**config.mk**
```make
export PLATFORM = sky130hd
export DESIGN_NAME = hfp_frame_packer
export DESIGN_NICKNAME = d
export VERILOG_FILES = /design/src/rtl/hfp_pkg.sv /design/src/rtl/hfp_capture.sv /design/src/rtl/hfp_rank.sv /design/src/rtl/hfp_compact.sv /design/src/rtl/hfp_sat_counter.sv /design/src/rtl/hfp_frame_packer.sv
export SDC_FILE = /design/constraint.sdc
export NUM_CORES = 1
export LEC_CHECK = 0
export BUFFER_PORTS_ARGS = -buffer_cell sky130_fd_sc_hd__buf_2
export CELL_PAD_IN_SITES_DETAIL_PLACEMENT = 1
export CELL_PAD_IN_SITES_GLOBAL_PLACEMENT = 1
export CORE_MARGIN = 2
export CORE_UTILIZATION = 40
export DETAILED_ROUTE_END_ITERATION = 10
export GPL_ROUTABILITY_DRIVEN = 0
export HOLD_SLACK_MARGIN = 0.1
export MAX_ROUTING_LAYER = met4
export PLACE_DENSITY_LB_ADDON = 0.25
export SLEW_MARGIN = 20
export SYNTH_ARGS = -nofsm -noshare
export SYNTH_HDL_FRONTEND = slang
export SYNTH_SLANG_ARGS = --single-unit
```
**constraint.sdc**
```tcl
create_clock -name clk -period 18 [get_ports clk]
set_input_delay 3.6 -clock clk [delete_from_list [all_inputs] [get_ports clk]]
set_output_delay 3.6 -clock clk [all_outputs]
set_load 0.01 [all_outputs]
```
**src/rtl/hfp_pkg.sv**
```systemverilog
package hfp_pkg;
  localparam int DEF_UNITS   = 8;
  localparam int DEF_SIDES   = 2;
  localparam int DEF_HIT_W   = 8;
  localparam int DEF_ENTRIES = 10;
  localparam int DEF_CNT_W   = 16;

  function automatic int frame_width(input int units, input int sides,
                                     input int entries, input int hit_w);
    return units * sides + entries * hit_w;
  endfunction
endpackage

```
**src/rtl/hfp_capture.sv**
```systemverilog
module hfp_capture #(
  parameter int SLOTS = 16,
  parameter int HIT_W = 8
) (
  input  logic                   clk,
  input  logic                   rst_n,
  input  logic                   strobe_i,
  input  logic [SLOTS-1:0]       valid_i,
  input  logic [SLOTS*HIT_W-1:0] hits_i,
  output logic                   s1_valid_o,
  output logic [SLOTS-1:0]       s1_map_o,
  output logic [SLOTS*HIT_W-1:0] s1_hits_o
);
  logic [SLOTS*HIT_W-1:0] hits_masked;

  // zero the bytes of absent slots so they never reach the compactor
  always_comb begin
    for (int i = 0; i < SLOTS; i++) begin
      hits_masked[i*HIT_W +: HIT_W] = valid_i[i] ? hits_i[i*HIT_W +: HIT_W] : '0;
    end
  end

  always_ff @(posedge clk or negedge rst_n) begin
    if (!rst_n) begin
      s1_valid_o <= 1'b0;
      s1_map_o   <= '0;
      s1_hits_o  <= '0;
    end else begin
      s1_valid_o <= strobe_i;
      if (strobe_i) begin
        s1_map_o  <= valid_i;
        s1_hits_o <= hits_masked;
      end
    end
  end
endmodule

```
**src/rtl/hfp_rank.sv**
```systemverilog
module hfp_rank #(
  parameter int SLOTS  = 16,
  parameter int RANK_W = 5
) (
  input  logic [SLOTS-1:0]        map_i,
  output logic [SLOTS*RANK_W-1:0] rank_o,
  output logic [RANK_W-1:0]       total_o
);
  for (genvar i = 0; i < SLOTS; i++) begin : g_rank
    logic [RANK_W-1:0] acc;
    always_comb begin
      acc = '0;
      for (int j = 0; j < i; j++) begin
        acc = acc + RANK_W'(map_i[j]);
      end
    end
    assign rank_o[i*RANK_W +: RANK_W] = acc;
  end

  always_comb begin
    total_o = '0;
    for (int k = 0; k < SLOTS; k++) begin
      total_o = total_o + RANK_W'(map_i[k]);
    end
  end
endmodule

```
**src/rtl/hfp_compact.sv**
```systemverilog
module hfp_compact #(
  parameter int SLOTS   = 16,
  parameter int HIT_W   = 8,
  parameter int ENTRIES = 10,
  parameter int RANK_W  = 5
) (
  input  logic [SLOTS-1:0]         map_i,
  input  logic [SLOTS*HIT_W-1:0]   hits_i,
  input  logic [SLOTS*RANK_W-1:0]  rank_i,
  output logic [ENTRIES*HIT_W-1:0] entries_o
);
  for (genvar j = 0; j < ENTRIES; j++) begin : g_entry
    logic [HIT_W-1:0] pick;
    always_comb begin
      pick = '0;
      for (int i = 0; i < SLOTS; i++) begin
        if (map_i[i] && (rank_i[i*RANK_W +: RANK_W] == RANK_W'(j))) begin
          pick = pick | hits_i[i*HIT_W +: HIT_W];
        end
      end
    end
    assign entries_o[j*HIT_W +: HIT_W] = pick;
  end
endmodule

```
**src/rtl/hfp_sat_counter.sv**
```systemverilog
module hfp_sat_counter #(
  parameter int W = 16
) (
  input  logic         clk,
  input  logic         rst_n,
  input  logic         inc_i,
  output logic [W-1:0] count_o
);
  logic [W-1:0] cnt_q;
  logic [W-1:0] cnt_d;

  always_comb begin
    cnt_d = cnt_q;
    if (inc_i && (cnt_q != '1)) begin
      cnt_d = cnt_q + W'(1);
    end
  end

  always_ff @(posedge clk or negedge rst_n) begin
    if (!rst_n) begin
      cnt_q <= '0;
    end else if (inc_i) begin
      cnt_q <= cnt_d;
    end
  end

  assign count_o = cnt_q;

  // the count only moves upward by one
  a_r8_step_one: assert property (@(posedge clk) disable iff (!rst_n)
    (cnt_q != $past(cnt_q)) |-> (cnt_q == $past(cnt_q) + W'(1)));

  // once full, the count stays full
  a_r8_saturate: assert property (@(posedge clk) disable iff (!rst_n)
    ($past(cnt_q) == '1) |-> (cnt_q == '1));
endmodule

```
**src/rtl/hfp_frame_packer.sv**
```systemverilog
module hfp_frame_packer
  import hfp_pkg::*;
#(
  parameter int UNITS   = DEF_UNITS,
  parameter int SIDES   = DEF_SIDES,
  parameter int HIT_W   = DEF_HIT_W,
  parameter int ENTRIES = DEF_ENTRIES,
  parameter int CNT_W   = DEF_CNT_W
) (
  input  logic                                   clk,
  input  logic                                   rst_n,
  input  logic                                   frame_strobe,
  input  logic [UNITS*SIDES-1:0]                 slot_valid,
  input  logic [UNITS*SIDES*HIT_W-1:0]           slot_hits,
  output logic                                   frame_valid,
  output logic [UNITS*SIDES+ENTRIES*HIT_W-1:0]   frame_data,
  output logic                                   overflow,
  output logic [CNT_W-1:0]                       overflow_count
);
  localparam int SLOTS   = UNITS * SIDES;
  localparam int MAP_W   = SLOTS;
  localparam int RANK_W  = $clog2(SLOTS + 1);
  localparam int ENTRY_W = ENTRIES * HIT_W;
  localparam int FRAME_W = frame_width(UNITS, SIDES, ENTRIES, HIT_W);

  // reset: asserted asynchronously, released on a clock edge
  logic [1:0] rst_sync_q;
  logic       rst_int_n;

  always_ff @(posedge clk or negedge rst_n) begin
    if (!rst_n) begin
      rst_sync_q <= 2'b00;
    end else begin
      rst_sync_q <= {rst_sync_q[0], 1'b1};
    end
  end
  assign rst_int_n = rst_sync_q[1];

  // stage 1: capture
  logic                   s1_valid;
  logic [SLOTS-1:0]       s1_map;
  logic [SLOTS*HIT_W-1:0] s1_hits;

  hfp_capture #(.SLOTS(SLOTS), .HIT_W(HIT_W)) u_capture (
    .clk        (clk),
    .rst_n      (rst_int_n),
    .strobe_i   (frame_strobe),
    .valid_i    (slot_valid),
    .hits_i     (slot_hits),
    .s1_valid_o (s1_valid),
    .s1_map_o   (s1_map),
    .s1_hits_o  (s1_hits)
  );

  // stage 2: rank and compact
  logic [SLOTS*RANK_W-1:0] ranks;
  logic [RANK_W-1:0]       total;
  logic [ENTRY_W-1:0]      entries;

  hfp_rank #(.SLOTS(SLOTS), .RANK_W(RANK_W)) u_rank (
    .map_i   (s1_map),
    .rank_o  (ranks),
    .total_o (total)
  );

  hfp_compact #(.SLOTS(SLOTS), .HIT_W(HIT_W), .ENTRIES(ENTRIES), .RANK_W(RANK_W)) u_compact (
    .map_i     (s1_map),
    .hits_i    (s1_hits),
    .rank_i    (ranks),
    .entries_o (entries)
  );

  // output registers
  logic [FRAME_W-1:0] frame_d;
  logic               ovf_d;
  logic [FRAME_W-1:0] frame_q;
  logic               ovf_q;
  logic               fv_q;

  always_comb begin
    frame_d = {entries, s1_map};
    ovf_d   = (total > RANK_W'(ENTRIES));
  end

  always_ff @(posedge clk or negedge rst_int_n) begin
    if (!rst_int_n) begin
      fv_q    <= 1'b0;
      frame_q <= '0;
      ovf_q   <= 1'b0;
    end else begin
      fv_q <= s1_valid;
      if (s1_valid) begin
        frame_q <= frame_d;
        ovf_q   <= ovf_d;
      end
    end
  end

  hfp_sat_counter #(.W(CNT_W)) u_ovf_cnt (
    .clk     (clk),
    .rst_n   (rst_int_n),
    .inc_i   (s1_valid & ovf_d),
    .count_o (overflow_count)
  );

  assign frame_valid = fv_q;
  assign frame_data  = frame_q;
  assign overflow    = ovf_q;

  // a captured frame is presented on the next edge
  a_r2_capture_to_out: assert property (@(posedge clk) disable iff (!rst_int_n)
    s1_valid |=> frame_valid);

  // no output frame without a capture one edge earlier
  a_r2_no_spurious: assert property (@(posedge clk) disable iff (!rst_int_n)
    frame_valid |-> $past(s1_valid));

  // flag agrees with the population of the emitted map
  a_r7_flag_matches_map: assert property (@(posedge clk) disable iff (!rst_int_n)
    frame_valid |-> (overflow == ($countones(frame_data[MAP_W-1:0]) > ENTRIES)));

  // an empty map carries no entries
  a_r5_empty_frame: assert property (@(posedge clk) disable iff (!rst_int_n)
    (frame_valid && (frame_data[MAP_W-1:0] == '0)) |-> (frame_data[FRAME_W-1:MAP_W] == '0));

  // outputs hold between frames
  a_r10_hold: assert property (@(posedge clk) disable iff (!rst_int_n)
    !frame_valid |-> ($stable(frame_data) && $stable(overflow)));
endmodule

```
### Word level (Yosys, flattened, before mapping)

Index checks and enable logic that the tools add are counted.

| storage, ports and cells | value |
|---|---|
| register bits | 261 |
| latch bits | 0 |
| RAM bits | 0 |
| memory bits (read-only) | 0 |
| bits of input ports | 147 |
| memories | 0 |

| cells by class | value |
|---|---|
| add/sub/neg operators | 16 |
| multipliers | 0 |
| divide/modulo/power cells | 0 |
| order comparisons | 1 |
| equality and inequality tests | 127 |
| shift operators | 0 |
| muxes and demuxes | 159 |
| bitwise logic cells | 134 |
| reductions and logical operators | 159 |

Operators by type and width:

| operator | number |
|---|---|
| two-way mux 8 bit | 159 |
| bitwise OR 8 bit | 133 |
| == test 5 x 3 -> 1 bit, second input constant | 52 |
| logical AND 1 bit | 143 |
| == test 5 x 2 -> 1 bit, second input constant | 26 |
| == test 5 x 4 -> 1 bit, second input constant | 26 |
| zero test 5 bit | 15 |
| adder 5 x 1 -> 5 bit | 14 |
| == test 5 x 1 -> 1 bit, second input constant | 13 |
| adder 16 x 1 -> 16 bit, second input constant | 1 |
| inequality test 16 bit, second input constant | 1 |
| == test 2 x 3 -> 1 bit, second input constant | 4 |
| == test 2 x 4 -> 1 bit, second input constant | 2 |
| greater-than comparator 5 x 4 -> 1 bit, second input constant | 1 |
| == test 2 bit, second input constant | 2 |
| adder 1 x 1 -> 2 bit | 1 |
| == test 2 x 1 -> 1 bit, second input constant | 1 |
| AND reduction 2 bit | 1 |
| bitwise AND 1 bit | 1 |

### Depth between registers and ports, before layout

Gate-level depths: netlist (run 1).

| logic depth | value |
|---|---|
| depth in word-level cells | 31 |
| mapped depth | 24 |
| depth with buffers taken out | 23 |

### Hierarchy

A second synthesis (run 1) with hierarchy kept.

| unflattened totals | value |
|---|---|
| cells, all modules | 2528 |
| area total of the unflattened synthesis | 21220.4 um^2 |

Modules (own cells, without submodules):

| module | times used | cells an instance | area an instance (um^2) | sequential area each (um^2) |
|---|---|---|---|---|
| hfp_compact | 1 | 1420 | 8805.9 | 0.0 |
| hfp_capture | 1 | 591 | 5848.1 | 3628.5 |
| hfp_frame_packer | 1 | 214 | 3717.3 | 2502.4 |
| hfp_rank | 1 | 233 | 2031.9 | 0.0 |
| hfp_sat_counter | 1 | 70 | 817.0 | 400.4 |

### Worst setup path after synthesis (run 1)

OpenSTA, ideal clock, no wires.

| path | value |
|---|---|
| path type | register to register |
| from | reg u_capture.s1_map_o[1] |
| to | reg frame_q[80], in the netlist frame_data[80] |
| library setup time | 82 ps |
| arrival | 7362 ps |
| data required time | 17918 ps |
| path slack | 10556 ps |
| stages on the path, launching flop included | 23 |
| buffers on the path | 1 |
| period minus slack after synthesis | 7444 ps |
| cells stage by stage | dfrtp_1 fa_1 ha_1 ha_1 ha_1 ha_1 ha_1 ha_1 ha_1 ha_1 ha_1 ha_1 ha_1 ha_1 ha_1 xnor2_1 xnor2_2 nand2_1 nor3_1 and3_1 clkbuf_1 a221oi_1 a31oi_1 |

| on the way | value |
|---|---|
| word-level cells in the longest chain between the ends | 30 |
| elaborated cells on any way between the ends | 69 |
| those cells by class | add/sub: 14; eq/ne: 14; mux: 14; bitwise: 13; reduce/logical: 14 |

Ends and longest elaborated chain:

| element | line | text |
|---|---|---|
| start, declared | hfp_capture.sv:11 | `output logic [SLOTS-1:0] s1_map_o,` |
| start signal, assigned | hfp_capture.sv:31 | `s1_map_o <= valid_i;` |
| adder 1 x 1 -> 2 bit (*) | hfp_rank.sv:14 | `acc = acc + RANK_W'(map_i[j]);` |
| branches (longest 28 deep; another with adder 5 x 1 -> 5 bit) | n/a |  |
| two-way mux 8 bit (*) | hfp_compact.sv:17 | `if (map_i[i] && (rank_i[i*RANK_W +: RANK_W] == RANK_W'(j))) begin` |
| end signal, assigned | hfp_frame_packer.sv:93 | `frame_q <= frame_d;` |
| end, declared | hfp_frame_packer.sv:76 | `logic [FRAME_W-1:0] frame_q;` |

Every way passes the cells marked *.
A chain may end at the register's enable or synchronous reset.

### Worst setup path in the final report (run 1)

| path | value |
|---|---|
| from | reg u_capture.s1_map_o[0] |
| to | reg frame_q[82], in the netlist frame_data[82] |

Same word-level chain as after synthesis.

==> flow_summary.json, run 1 <==
{
  "critical_path.endpoint_type": "register",
  "area_growth_pct": 12.84,
  "avgRoutedWirePerCell_um": 29.13,
  "ctsResizeCount": 0,
  "status": "finished, final reports clean",
  "die_w_um": 226.9,
  "cts_hold_repair.buffers": 0,
  "grt_pass1_wl_mm": 142.0,
  "synth_top_area_frac": 0.3286,
  "clk_pin_slew_worst_paths_ns": 0.06,
  "cts_sinks": 261,
  "syn-cell-area_sq_mm": 0.01988,
  "dr.pass1.iters": 6,
  "slew_violations": 0,
  "cts_tree": "built",
  "synth-edff-count": 0,
  "hold_viol": 0,
  "drc": 0,
  "first_global_vias": 22620,
  "ys_types": 78,
  "finalSetupTns_ns": 0,
  "root_buffer": "clkbuf_16",
  "pin_count": 261,
  "clk_latency_ns": 0.60,
  "worstMarginPinSlew_ns": 1.148,
  "cp-start-kind": "register",
  "grt_overflow": 0,
  "post-cts-setup-buffers": 0,
  "synth_area_leaders": "dfrtp_1, nand3_1, a221oi_1, nand2_1, o21ai_0",
  "ys_seq_area_frac": 0.3286,
  "relSlewSlack": 0.2287,
  "place_hpwl_mm": 73.23,
  "path_class": "register to register",
  "dieArea_sq_mm": 0.05149,
  "grt_max_degree": 170,
  "async_flop_share": 1.000,
  "postSynthCellCount": 2526,
  "fp.dieH_um": 226.9,
  "rrSetupSlack_ns": 8.44,
  "htreeDepth": 1,
  "antenna_found_initial": 1,
  "rows": 81,
  "start_util": 0.4061,
  "setup_ws_ns": 8.444,
  "cp.required_ns": 18.50,
  "ant_nets": 0,
  "fin_crit_sh": 0.5309,
  "skew_ns": 0.03505,
  "finalNetCount": 2803,
  "crit_fanout": 17,
  "critical_path_arrival_ns": 10.06,
  "syn_nets": 2705,
  "dp_slack_ns": 8.248,
  "io_buffers": 260,
  "yosys_warnings": 0,
  "track_usage": 0.3789,
  "core_sq_mm": 0.04895,
  "holdWs_ns": 0.3611,
  "ys.flop_type": "dfrtp_1",
  "max_clock_freq_ghz": 0.1047,
  "clockBufferDepth": 3,
  "cts_buffers": 28,
  "n_fill_cell": 5940,
  "rsz0062_at_grt": "no",
  "drive_above_1_share": 0.1561,
  "synth_seq_cells": 261,
  "drt_iter0_drc": 3503,
  "avgSynthCellArea_sq_um": 7.869,
  "maxCapViolations": 0,
  "fin_crit_ns": 9.556,
  "post_drt_via_cell_ratio": 6.923,
  "finalSetupViolCount": 0,
  "dr_total_vias": 22920,
  "wl_mm": 96.43,
  "synth.largest_area_cell": "dfrtp_1",
  "hold_class": "register to register"
}
==> Yosys cell counts (42+ instances only) <==
cell type / count
nand2_1: 309
dfrtp_1: 261
nand3_1: 261
nor2_1: 228
o21ai_0: 216
clkbuf_1: 159
inv_1: 140
a221oi_1: 136
a31oi_1: 121
a221o_1: 72
a21oi_1: 47
nor3_1: 47
buf_1: 42
==> through the flow <==
| stage | cell area [sq um] | std cells | utilization |
|---|---|---|---|
| 2_1_floorplan | 19880 | 2526 | - |
| 3_3_place_gp | 21400 | 3258 | 0.4371 |
| 3_5_place_dp | 21410 | 3258 | 0.4373 |
| 4_1_cts | 22390 | 3309 | 0.4574 |
| 5_1_grt | 22430 | 3310 | 0.4582 |
| 6_report | 22430 | 3310 | 0.4582 |
==> worst paths after layout <==
path,start,endpoint,depth (start not counted)
setup / recovery,u_capture.s1_map_o[0],frame_data[82],20
hold / removal,rst_sync_q[0],rst_sync_q[1],0
setup reg to reg,u_capture.s1_map_o[0],frame_data[82],20
hold reg to reg,rst_sync_q[0],rst_sync_q[1],0
max in group asynchronous,rst_n,rst_sync_q[1],1
min in group asynchronous,rst_sync_q[1],u_capture.s1_hits_o[126],0
==> sequential cells by signal, summed over array words and instances, names as in the netlist <==
| signal | cells |
|---|---|
| u_ovf_cnt.count_o | 16 |
| u_capture.s1_map_o | 16 |
| frame_valid | 1 |
| u_capture.s1_hits_o | 128 |
| u_capture.s1_valid_o | 1 |
| rst_sync_q | 2 |
| frame_data | 96 |
| overflow | 1 |
==> routing by layer <==
layer	vias up	wire length [um]	GRT usage
li1	9667	-	-
met1	11210	39230	0.5179
met2	1638	39140	0.5222
met3	402	12230	0.08760
met4	0	5828	0.1874
met5	-	0	-
==> cells by family (layout without fill, tap and decap cells) <==
logic type / Yosys count / after routing / share of synthesized area
flops: 261 / 261 / 0.3286
xor+xnor: 66 / 66 / 0.04495
other cells: 1 / 2 / 0.0001887
fa+ha+maj: 32 / 32 / 0.02052
mux: 41 / 41 / 0.02417
simple gates: 989 / 989 / 0.2323
buf+inv: 353 / 472 / 0.06742
compound gates: 783 / 783 / 0.2819
==> worst max-delay path: stages (launching register included) <==
cell,delay [ns]
dfrtp_1,0.51
fa_1,0.85
ha_1,0.36
ha_1,0.38
ha_1,0.58
ha_1,0.40
ha_1,0.48
ha_1,0.34
ha_1,0.40
ha_1,0.31
xor3_1,0.42
xnor2_1,0.93
o22ai_1,0.31
xnor2_2,0.43
xnor2_1,0.18
a32oi_2,0.32
xnor3_1,0.37
nand3_1,0.59
o211ai_2,0.89
nand3_1,0.18
a41oi_1,0.22
==> area by class of cell <==
cell class / count / area [sq um] / area share
clock buffer: 36 / 750.7 / 0.03347
antenna: 1 / 2.502 / 0.0001116
multi-input combinational: 1912 / 12080 / 0.5387
timing repair buffer: 281 / 1465 / 0.06533
sequential: 261 / 6539 / 0.2915
tap: 664 / 830.8 / 0.03704
clock inverter: 15 / 231.5 / 0.01032
inverter: 140 / 525.5 / 0.02343
==> cell usage in the layout, fill, tap and decap left out, types with 46 or more instances in the layout <==
master,count
nand2_1,309
nand3_1,261
dfrtp_1,259
buf_2,259
nor2_1,227
o21ai_0,216
inv_1,140
a221oi_1,136
a31oi_1,121
a221o_1,72
a21oi_1,47
nor3_1,46
Power of run 1 is left out: the tool's default activity adds up to more than one toggle a clock period on the data nets, which glitch-free logic cannot reach.
==> run 2, diff against run 1 <==
--- a/config.mk
+++ b/config.mk
@@ -5,6 +5,7 @@
 export SDC_FILE = /design/constraint.sdc
 export NUM_CORES = 1
 export LEC_CHECK = 0
+export ABC_AREA = 1
 export BUFFER_PORTS_ARGS = -buffer_cell sky130_fd_sc_hd__buf_2
 export CELL_PAD_IN_SITES_DETAIL_PLACEMENT = 1
 export CELL_PAD_IN_SITES_GLOBAL_PLACEMENT = 1
==> constraint.sdc (replaced) <==
create_clock -name clk -period 9 [get_ports clk]
set_input_delay 1.8 -clock clk [delete_from_list [all_inputs] [get_ports clk]]
set_output_delay 1.8 -clock clk [all_outputs]
set_load 0.01 [all_outputs]
==> run 2 against run 1 <==
Cell count grew 21%. Flip-flop and latch count is the same. Critical path depth grew 4. Routed wire length grew 4.9%. Critical endpoint is now frame_data[29]. Synthesized area grew 4.9%. Critical path type unchanged. Non-clock buffer count shrank 8. Count of clock-buffer cells in the layout grew 8.
==> flow_summary.json, run 2 <==
{
  "p_leak_nw": 10.55,
  "grt_max_degree": 158,
  "cts_buffers": 31,
  "dieArea_sq_mm": 0.05399,
  "final_cells": 4011,
  "finalSetupTns_ns": 0,
  "stdcell_area_sq_mm": 0.02355,
  "ant_nets": 0,
  "pin_count": 261,
  "cp.required_ns": 9.54,
  "ys.flop_type": "dfrtp_1",
  "insertedDiodeCount": 0,
  "final_common_cell": "nand2_1",
  "avgSynthCellArea_sq_um": 6.598,
  "grt_use_met1": 0.4784,
  "post-cts-setup-buffers": 0,
  "clk_latency_ns": 0.63,
  "power-per-cell-area_mw_per_mm2": 349.5,
  "ys_seq_area_frac": 0.3131,
  "cts_sinks": 261,
  "finalSetupViolCount": 0,
  "switchingPower_w": 0.004732,
  "grt_pass1_wl_mm": 152.2,
  "synth_top_family_by_area": "simple AND/OR/NAND/NOR gates",
  "first_global_vias": 24460,
  "finalNetCount": 3485,
  "placed_cell_area_sq_mm": 0.02248,
  "drt_iter0_drc": 2726,
  "skew_ns": 0.03642,
  "cp-start-kind": "register",
  "synth_area_leaders": "dfrtp_1, nand2_1, inv_1, nand4_1, nor2_1",
  "wl_mm": 101.2,
  "relSlewSlack": 0.2081,
  "cts_hold_repair.buffers": 0,
  "async_flop_share": 1.000,
  "hold_viol": 0,
  "critical_path_arrival_ns": 8.59,
  "worstMarginPinSlew_ns": 1.179,
  "drc": 0,
  "power_frac_seq": 0.210,
  "switching_share": 0.5749,
  "place_hpwl_mm": 79.23,
  "hold_class": "register to asynchronous set/reset pin",
  "yosysMostFrequentCell": "nand2_1",
  "area_growth_pct": 12.91,
  "synth.largest_area_cell": "dfrtp_1",
  "root_buffer": "clkbuf_16",
  "dr.pass1.iters": 5,
  "antenna_found_initial": 0,
  "fin_crit_sh": 0.8943,
  "synth-edff-count": 0,
  "htreeDepth": 1,
  "syn-cell-area_sq_mm": 0.02086,
  "synth_adder_area_share": 0.01956,
  "synth_compound_gate_area_share": 0.1405,
  "synth_common_cells": "nand2_1, inv_1, nor2_1",
  "synth_xor_area_frac": 0.005879,
  "ys_types": 45,
  "drive_above_1_share": 0.1582,
  "max_clock_freq_ghz": 0.1243,
  "combPwrFrac": 0.626,
  "synth-simple-area-share": 0.4209,
  "avgRoutedWirePerCell_um": 25.23,
  "rows": 83,
  "path_class": "register to register",
  "rsz0062_at_grt": "no",
  "clockBufferDepth": 3,
  "layout_common_cells": "nand2_1, inv_1, nor2_1",
  "top_register": "u_capture.s1_hits_o",
  "syn_nets": 3340,
  "start_util": 0.4057,
  "largest_reg_flops": 128,
  "track_usage": 0.3816,
  "synth_seq_cells": 261,
  "maxCapViolations": 0,
  "fp.dieH_um": 232.4,
  "slew_violations": 0,
  "use_met3": 0.07011,
  "postSynthCellCount": 3161,
  "core_sq_mm": 0.05141,
  "synth_top_area_frac": 0.3131,
  "die_w_um": 232.4,
  "fin_crit_ns": 8.048,
  "muxShareOfSynthArea": 0,
  "io_buffers": 260,
  "crit_fanout": 24,
  "gr-max-usage-layer": "met2",
  "place_inst": 3953,
  "ctsResizeCount": 0,
  "clk_pin_slew_worst_paths_ns": 0.07,
  "peakVddDrop_v": 0.0004876,
  "status": "finished, final reports clean",
  "p_int_w": 0.003499,
  "post_drt_via_cell_ratio": 6.157,
  "gr-usage-met2": 0.5855,
  "grt_overflow": 0,
  "critical_path.endpoint_type": "register",
  "yosys_warnings": 0,
  "dr_total_vias": 24700,
  "cts_tree": "built",
  "p_clk_frac": 0.164
}
[run 2: cell types whose count changed in the layout (fill, tap and decap cells not counted), moves of 31 or more]
| cell | change |
|---|---|
| nand2_2 | +80 |
| inv_1 | +229 |
| nand4_1 | +192 |
| nor2_1 | +109 |
| a21oi_1 | +89 |
| nand3b_1 | +31 |
| mux2_2 | -33 |
| a221o_1 | -48 |
| a221oi_1 | -112 |
| a21oi_2 | +40 |
| and2_1 | -31 |
| a31oi_1 | -121 |
| nand2_1 | +458 |
[run 2: worst paths after layout]
kind                                  startpoint                endpoint  slack (ns)  cells past startpoint
max                        u_capture.s1_map_o[1]          frame_data[29]        0.95                     24
min                                rst_sync_q[1]  u_capture.s1_hits_o[0]        0.30                      0
max reg2reg                u_capture.s1_map_o[1]          frame_data[29]        0.95                     24
min reg2reg                        rst_sync_q[1]  u_capture.s1_hits_o[0]        0.30                      0
max in group asynchronous          rst_sync_q[1]          frame_data[12]        7.34                      1
min in group clk                   rst_sync_q[0]           rst_sync_q[1]        0.36                      0
[run 2: layer usage]
layer | vias up | wire length [um]
li1 | 10870 | -
met1 | 12040 | 39660
met2 | 1419 | 45180
met3 | 366 | 9773
met4 | 0 | 6574
met5 | - | 0
[run 2: worst max-delay path: stages (launching register included)]
cell and delay, ns:
dfrtp_1 0.44, fa_1 0.76, ha_1 0.38, ha_1 0.24, ha_1 0.37, ha_1 0.40
ha_1 0.40, ha_1 0.39, ha_1 0.40, ha_1 0.38, ha_1 0.40, ha_1 0.41
ha_1 0.22, nand3_2 0.19, inv_1 0.10, nand2_1 0.06, nand2_1 0.09, nand2_1 0.43
nand2_1 0.23, nand2_1 0.12, inv_2 0.32, nand4_1 0.56, o21ai_0 0.40, inv_1 0.08
a21oi_1 0.16
[run 2: cells by family after synthesis]
family                   after synthesis
adder cells (fa/ha/maj)               32
XOR/XNOR                              14
other                                  1
AND/OR/NAND/NOR                     1833
flip-flops                           261
buffers and inverters                540
AO/OA/AOI/OAI                        480
[run 2: cell type report]
type / count / area [sq um]
clock buffer: 44 / 894.6
clock inverter: 14 / 175.2
fill: 6830 / 27860
inverter: 379 / 1423
multi-input combinational: 2360 / 12250
sequential: 261 / 6539
tap: 680 / 850.8
timing repair buffer: 273 / 1420
[run 2: metrics by stage]
step	setup WS (ns)	util	total power [W]	hold WS, ns
CTS	1.141	0.4580	0.008112	0.3139
global route	0.5217	0.4581	0.008677	0.3529
finish	0.9517	0.4581	0.008231	0.2967
global placement	1.504	0.4372	0.006554	0.3082
floorplan	1.188	-	0.005173	0.3312
detailed placement	1.196	0.4372	0.006739	0.3098
[run 2: power groups by stage]
stage | registers, W | clock network, W | logic (W)
after floorplan | 0.00166 | 0 | 0.00352
after global placement | 0.00172 | 0 | 0.00483
after detailed placement | 0.00173 | 0 | 0.00501
after CTS | 0.00171 | 0.00137 | 0.00503
after global routing | 0.00174 | 0.00140 | 0.00553
final | 0.00173 | 0.00135 | 0.00515
No activity file was read; power rests on OpenSTA's default activity.
